$ cat src/rtl/ifq_pkg.sv
package ifq_pkg;
  localparam int unsigned IFQ_DEPTH   = 6;
  localparam int unsigned IFQ_AW      = 20;
  localparam int unsigned IFQ_DW      = 8;
  localparam int unsigned IFQ_MAX_OUT = 2;

  // per-cycle queue operations, already qualified by the control logic
  typedef struct packed {
    logic flush;
    logic push;
    logic pop;
  } ifq_ops_t;
endpackage

$ cat src/rtl/ifq_rst_sync.sv
module ifq_rst_sync (
  input  logic clk,
  input  logic rst_n,
  output logic rst_sync_n
);
  logic stage_q;

  always_ff @(posedge clk or negedge rst_n) begin
    if (!rst_n) begin
      stage_q    <= 1'b0;
      rst_sync_n <= 1'b0;
    end else begin
      stage_q    <= 1'b1;
      rst_sync_n <= stage_q;
    end
  end
endmodule

$ cat src/rtl/ifq_store.sv
module ifq_store
  import ifq_pkg::*;
#(
  parameter int unsigned DEPTH = IFQ_DEPTH,
  parameter int unsigned DW    = IFQ_DW
) (
  input  logic                         clk,
  input  logic                         rst_n,
  input  ifq_ops_t                     ops,
  input  logic [DW-1:0]                wdata,
  output logic [DW-1:0]                rdata,
  output logic [$clog2(DEPTH+1)-1:0]   level,
  output logic                         valid
);
  localparam int unsigned IW = (DEPTH > 1) ? $clog2(DEPTH) : 1;
  localparam int unsigned CW = $clog2(DEPTH+1);

  logic [IW-1:0] rd_idx_q, rd_idx_d;
  logic [IW-1:0] wr_idx_q, wr_idx_d;
  logic [CW-1:0] cnt_q, cnt_d;
  logic          wr_en;
  logic [DEPTH-1:0][DW-1:0] slot_q;

  function automatic logic [IW-1:0] step_idx(input logic [IW-1:0] idx);
    return (idx == IW'(DEPTH-1)) ? '0 : idx + 1'b1;
  endfunction

  assign wr_en = ops.push && !ops.flush;

  always_comb begin
    rd_idx_d = rd_idx_q;
    wr_idx_d = wr_idx_q;
    cnt_d    = cnt_q;
    if (ops.flush) begin
      rd_idx_d = '0;
      wr_idx_d = '0;
      cnt_d    = '0;
    end else begin
      if (ops.push) wr_idx_d = step_idx(wr_idx_q);
      if (ops.pop)  rd_idx_d = step_idx(rd_idx_q);
      cnt_d = cnt_q + CW'(ops.push) - CW'(ops.pop);
    end
  end

  always_ff @(posedge clk or negedge rst_n) begin
    if (!rst_n) begin
      rd_idx_q <= '0;
      wr_idx_q <= '0;
      cnt_q    <= '0;
    end else begin
      rd_idx_q <= rd_idx_d;
      wr_idx_q <= wr_idx_d;
      cnt_q    <= cnt_d;
    end
  end

  // one data register per slot, each with its own write enable
  for (genvar i = 0; i < DEPTH; i++) begin : g_slot
    logic [DW-1:0] data_q;
    always_ff @(posedge clk) begin
      if (wr_en && (wr_idx_q == IW'(i))) data_q <= wdata;
    end
    assign slot_q[i] = data_q;
  end

  assign rdata = slot_q[rd_idx_q];
  assign level = cnt_q;
  assign valid = (cnt_q != '0);
endmodule

$ cat src/rtl/ifq_fetch.sv
module ifq_fetch
  import ifq_pkg::*;
#(
  parameter int unsigned       DEPTH     = IFQ_DEPTH,
  parameter int unsigned       AW        = IFQ_AW,
  parameter int unsigned       MAX_OUT   = IFQ_MAX_OUT,
  parameter logic [AW-1:0]     RESET_VEC = 20'hFFFF0
) (
  input  logic                       clk,
  input  logic                       rst_n,
  input  logic                       flush,
  input  logic [AW-1:0]              flush_tgt,
  input  logic [$clog2(DEPTH+1)-1:0] level,
  input  logic                       mem_gnt,
  input  logic                       mem_rvalid,
  output logic                       mem_req,
  output logic [AW-1:0]              mem_addr,
  output logic                       keep_rsp
);
  localparam int unsigned OW = $clog2(MAX_OUT+1);
  localparam int unsigned SW = $clog2(DEPTH+MAX_OUT+1) + 1;

  logic [AW-1:0] ptr_q, ptr_d;
  logic [OW-1:0] inflight_q, inflight_d;
  logic [OW-1:0] drop_q, drop_d;
  logic          active_q;
  logic [SW-1:0] committed;
  logic          room;
  logic          fire;
  logic          stale_rsp;

  // bytes already held plus reads that will still land in the queue
  assign committed = SW'(level) + SW'(inflight_q - drop_q);
  assign room      = (committed < SW'(DEPTH)) && (inflight_q < OW'(MAX_OUT));
  assign mem_req   = active_q && !flush && room;
  assign fire      = mem_req && mem_gnt;
  assign stale_rsp = mem_rvalid && (drop_q != '0);
  assign keep_rsp  = mem_rvalid && !stale_rsp && !flush;
  assign mem_addr  = ptr_q;

  always_comb begin
    ptr_d      = ptr_q;
    inflight_d = inflight_q + OW'(fire) - OW'(mem_rvalid);
    drop_d     = drop_q;
    if (flush) begin
      ptr_d  = flush_tgt;
      drop_d = inflight_q - OW'(mem_rvalid);
    end else begin
      if (fire)      ptr_d  = ptr_q + 1'b1;
      if (stale_rsp) drop_d = drop_q - 1'b1;
    end
  end

  always_ff @(posedge clk or negedge rst_n) begin
    if (!rst_n) begin
      ptr_q      <= RESET_VEC;
      inflight_q <= '0;
      drop_q     <= '0;
      active_q   <= 1'b0;
    end else begin
      ptr_q      <= ptr_d;
      inflight_q <= inflight_d;
      drop_q     <= drop_d;
      active_q   <= 1'b1;
    end
  end
endmodule

$ cat src/rtl/ifq_prefetch.sv
module ifq_prefetch
  import ifq_pkg::*;
#(
  parameter int unsigned       DEPTH     = IFQ_DEPTH,
  parameter int unsigned       AW        = IFQ_AW,
  parameter int unsigned       DW        = IFQ_DW,
  parameter int unsigned       MAX_OUT   = IFQ_MAX_OUT,
  parameter logic [AW-1:0]     RESET_VEC = 20'hFFFF0
) (
  input  logic                       clk,
  input  logic                       rst_n,
  input  logic                       redirect,
  input  logic [AW-1:0]              redirect_tgt,
  input  logic                       deq_pop,
  output logic                       deq_valid,
  output logic [DW-1:0]              deq_data,
  output logic [$clog2(DEPTH+1)-1:0] fill_level,
  output logic                       mem_req,
  output logic [AW-1:0]              mem_addr,
  input  logic                       mem_gnt,
  input  logic                       mem_rvalid,
  input  logic [DW-1:0]              mem_rdata
);
  logic     rst_sync_n;
  logic     keep_rsp;
  ifq_ops_t ops;

  ifq_rst_sync u_rst_sync (
    .clk        (clk),
    .rst_n      (rst_n),
    .rst_sync_n (rst_sync_n)
  );

  // a redirect overrides both the consumer pop and any returning byte
  assign ops.flush = redirect;
  assign ops.push  = keep_rsp;
  assign ops.pop   = deq_pop && deq_valid && !redirect;

  ifq_fetch #(
    .DEPTH     (DEPTH),
    .AW        (AW),
    .MAX_OUT   (MAX_OUT),
    .RESET_VEC (RESET_VEC)
  ) u_fetch (
    .clk        (clk),
    .rst_n      (rst_sync_n),
    .flush      (redirect),
    .flush_tgt  (redirect_tgt),
    .level      (fill_level),
    .mem_gnt    (mem_gnt),
    .mem_rvalid (mem_rvalid),
    .mem_req    (mem_req),
    .mem_addr   (mem_addr),
    .keep_rsp   (keep_rsp)
  );

  ifq_store #(
    .DEPTH (DEPTH),
    .DW    (DW)
  ) u_store (
    .clk   (clk),
    .rst_n (rst_sync_n),
    .ops   (ops),
    .wdata (mem_rdata),
    .rdata (deq_data),
    .level (fill_level),
    .valid (deq_valid)
  );
endmodule

$ cat config.mk
export PLATFORM = sky130hd
export DESIGN_NAME = ifq_prefetch
export DESIGN_NICKNAME = d
export VERILOG_FILES = /design/src/rtl/ifq_pkg.sv /design/src/rtl/ifq_rst_sync.sv /design/src/rtl/ifq_store.sv /design/src/rtl/ifq_fetch.sv /design/src/rtl/ifq_prefetch.sv
export SDC_FILE = /design/constraint.sdc
export NUM_CORES = 1
export LEC_CHECK = 0
export BUFFER_PORTS_ARGS = -buffer_cell sky130_fd_sc_hd__buf_2
export CAP_MARGIN = 40
export CORE_ASPECT_RATIO = 1.75
export CORE_UTILIZATION = 40
export CTS_BUF_LIST = sky130_fd_sc_hd__clkbuf_8
export CTS_CLUSTER_DIAMETER = 40
export DETAILED_ROUTE_END_ITERATION = 8
export GPL_ROUTABILITY_DRIVEN = 0
export RECOVER_POWER = 100
export SYNTH_ARGS = -nofsm -noshare
export SYNTH_HDL_FRONTEND = slang
export SYNTH_SLANG_ARGS = --single-unit
$ cat constraint.sdc
create_clock -name clk -period 7.4 [get_ports clk]
set_input_delay 1.11 -clock clk [delete_from_list [all_inputs] [get_ports clk]]
set_output_delay 1.11 -clock clk [all_outputs]
set_load 0.02 [all_outputs]
==> reports/metrics.yaml <==
required_ns: 7.68
grt_overflow_total: 0
path_max_fanout: 25
root_buffer: "clkbuf_8"
synth_ff_type: "edfxtp_1"
die_w_um: 78.1
tns_ns: 0
dr.first_iter.drc_count: 121
grt_antenna_before_repair: 0
pin_count: 67
worst_ep_arrival_time_ns: 4.50
critical-path-slowest-cell: "clkinvlp_2"
avgSynthCellArea_sq_um: 12.1
synthArstFlopShare_pct: 42.9
synth-compound-area-share_pct: 10.6
drcViolationCount: 0
viasPerCell: 5.43
grt_max_degree: 35
wl_per_cell_um: 16.2
cp_common_cell: "fa_1"
dp_hpwl_um: 6210
fin_ws_ns: 3.19
startpoint_type: "flip-flop"
clock-sinks: 84
cpPeakStageDelay_ns: 0.78
drt_first_pass_iters: 4
max_freq_mhz: 237
hold_violations: 0
core-area_sq_mm: 0.00985
post_cts_buffers: 0
clk_pin_slew_ns: 0.08
synth_cell_types: 56
ir_drop_v: 0.000147
htreeDepth: 3
grt_use_total_pct: 18.0
yosys-top-cells-count: "edfxtp_1, nor2_1, inv_1"
initial_utilization_pct: 41.2
violations: "capacitance limit, slew limit"
relSlewSlack_pct: -31.7
drive_gt1_share_pct: 16.6
routed_wirelength_um: 8670
setup_viol: 0
cts_buffer_depth: 2
synthAdderAreaFrac_pct: 4.26
synth_top_area_share_pct: 35.6
synthSimpleGateAreaFrac_pct: 14.3
port_buffers: 66
detail-route-antenna-nets: 0
drv_cap: 1
p_leak_nw: 1.76
min_path_type: "reg2reg"
diodes: 0
synthXorXnorAreaFrac_pct: 1.73
cts-resized-gates: 0
synth_top_family_by_area: "simple AND/OR/NAND/NOR gates"
synthTopCellsByArea: "edfxtp_1, dfrtp_1, dfstp_2"
power_density_mw_per_mm2: 295
synth_seq_cells: 84
first_global_vias: 2963
die_area_sq_mm: 0.0106
synth_edf_count: 48
yosysMostFrequentCell: "edfxtp_1"
clock_latency_ns: 0.35
finalPower_mw: 1.38
worst_pin_slew_ns: 1.98
rsz0062_at_grt: "no"
cts_tree: "done"
dp_cells: 519
finalCriticalPeriod_ns: 4.21
critPathTopFamily: "adder cells"
cts_buffers: 9
die_y_um: 135
synth_top_area_cell: "edfxtp_1"
rows: 48
area_delta_synth_final_pct: 15.0
grt_pass1_wl_um: 14400
ys_seq_area_share_pct: 58.3
postSynthCellCount: 335
yosys_warnings: 0
muxShareOfSynthArea_pct: 6.64
fin_skew_ns: 0.00469
stdcell_count: 535
path_buf_inv: 1
num_vias: 2904
worst-setup-path-type: "reg2reg"
end_kind: "flip-flop"
r2r_slack_ns: 3.19
fill_cells: 968
synth.cell_area_sq_mm: 0.00405
maxSlewViolCount: 35
crit_chain: "ha_1 > fa_1 > fa_1 > or2_2 > o211ai_1 > or4_1 > clkinvlp_2 > mux2_2 > o221a_2"
post-route-period-util_pct: 56.9
nNetsFinal: 451
cts_hold_buf: 0
outcome: "complete, but fails checks"
place_ws_ns: 3.89
-- stage by stage --
stage               hold slack (ns)  area (sq um)  utilization (%)
finish                        0.358          4660             47.3
global route                  0.383          4660             47.3
CTS                           0.315          4750             48.3
detailed placement            0.307          4540             46.1
global placement              0.300          4510             45.8
floorplan                     0.331          4060                -
-- path summary, 6_finish.rpt --
kind / start / depth (start not counted) / endpoint
worst min-delay path: u_rst_sync.stage_q / 0 / u_rst_sync.rst_sync_n
worst max-delay path: u_fetch.drop_q[0] / 9 / u_fetch.mem_addr[8]
max in group asynchronous: u_rst_sync.rst_sync_n / 1 / u_store.wr_idx_q[1]
worst min register to register: u_rst_sync.stage_q / 0 / u_rst_sync.rst_sync_n
worst max register to register: u_fetch.drop_q[0] / 9 / u_fetch.mem_addr[8]
min in group asynchronous: rst_n / 1 / u_rst_sync.stage_q
-- sequential cells by signal, summed over array words and instances, names as in the netlist --
signal                 count
u_fetch.active_q           1
u_fetch.drop_q             2
u_fetch.inflight_q         2
u_fetch.mem_addr          20
u_rst_sync.rst_sync_n      1
u_rst_sync.stage_q         1
u_store.g_slot.data_q     48
u_store.level              3
u_store.rd_idx_q           3
u_store.wr_idx_q           3
-- worst register-to-register path: stages, from the launching register on --
cell and delay [ns]:
dfrtp_1 0.41, ha_1 0.23, fa_1 0.59, fa_1 0.45, or2_2 0.32, o211ai_1 0.17, or4_1 0.43, clkinvlp_2 0.79
mux2_2 0.52, o221a_2 0.24
-- where the power goes --
| group | internal (mW) | switching, mW | leakage [nW] |
|---|---|---|---|
| sequential | 0.549 | 0.0599 | 0.851 |
| combinational | 0.178 | 0.245 | 0.804 |
| clock | 0.186 | 0.158 | 0.109 |
-- cell type report --
type,instances,area (sq um),area share [%]
well taps,125,156,3.36
repair buffers,71,305,6.55
multi-input cells,212,1520,32.7
inverters,27,103,2.20
clock inverters,7,86.3,1.85
flip-flops and latches,84,2360,50.7
clock buffers,9,124,2.66
-- per-layer routing --
metal  track usage [%]  share of wire [%]  up-vias
li1                  -                  -     1379
met1              19.2                 38     1432
met2              33.6                 56       81
met3              3.23                4.0       12
met4              8.44                1.8        0
met5                 0                  0        -
-- cell families (layout without fill, tap and decap cells) --
family / Yosys count / in the layout
and+or+nand+nor: 108 / 108
DFF: 84 / 84
AOI/OAI and AO/OA: 64 / 64
buffers and inverters: 40 / 114
muxes: 18 / 18
adders and majority gates: 12 / 12
xor gates and xnor gates: 8 / 8
other: 1 / 2
-- layout by cell type (no fill, tap or decap), types with 4 or more instances in the layout --
cell type / count
a31oi_1: 7
a21oi_1: 9
buf_2: 26
edfxtp_1: 48
a211oi_1: 4
nand4_1: 4
o21ai_0: 16
ha_1: 9
and3_1: 8
mux4_2: 7
nor3_1: 11
nor2_1: 28
mux2i_1: 10
o211a_1: 6
nand2b_1: 5
o22ai_1: 8
clkbuf_1: 44
nand3_1: 7
xnor2_1: 5
clkbuf_8: 9
dfstp_2: 14
dfrtp_1: 20
or3_1: 12
inv_1: 29
nand2_1: 12
Power figures use the tool's default switching activity.
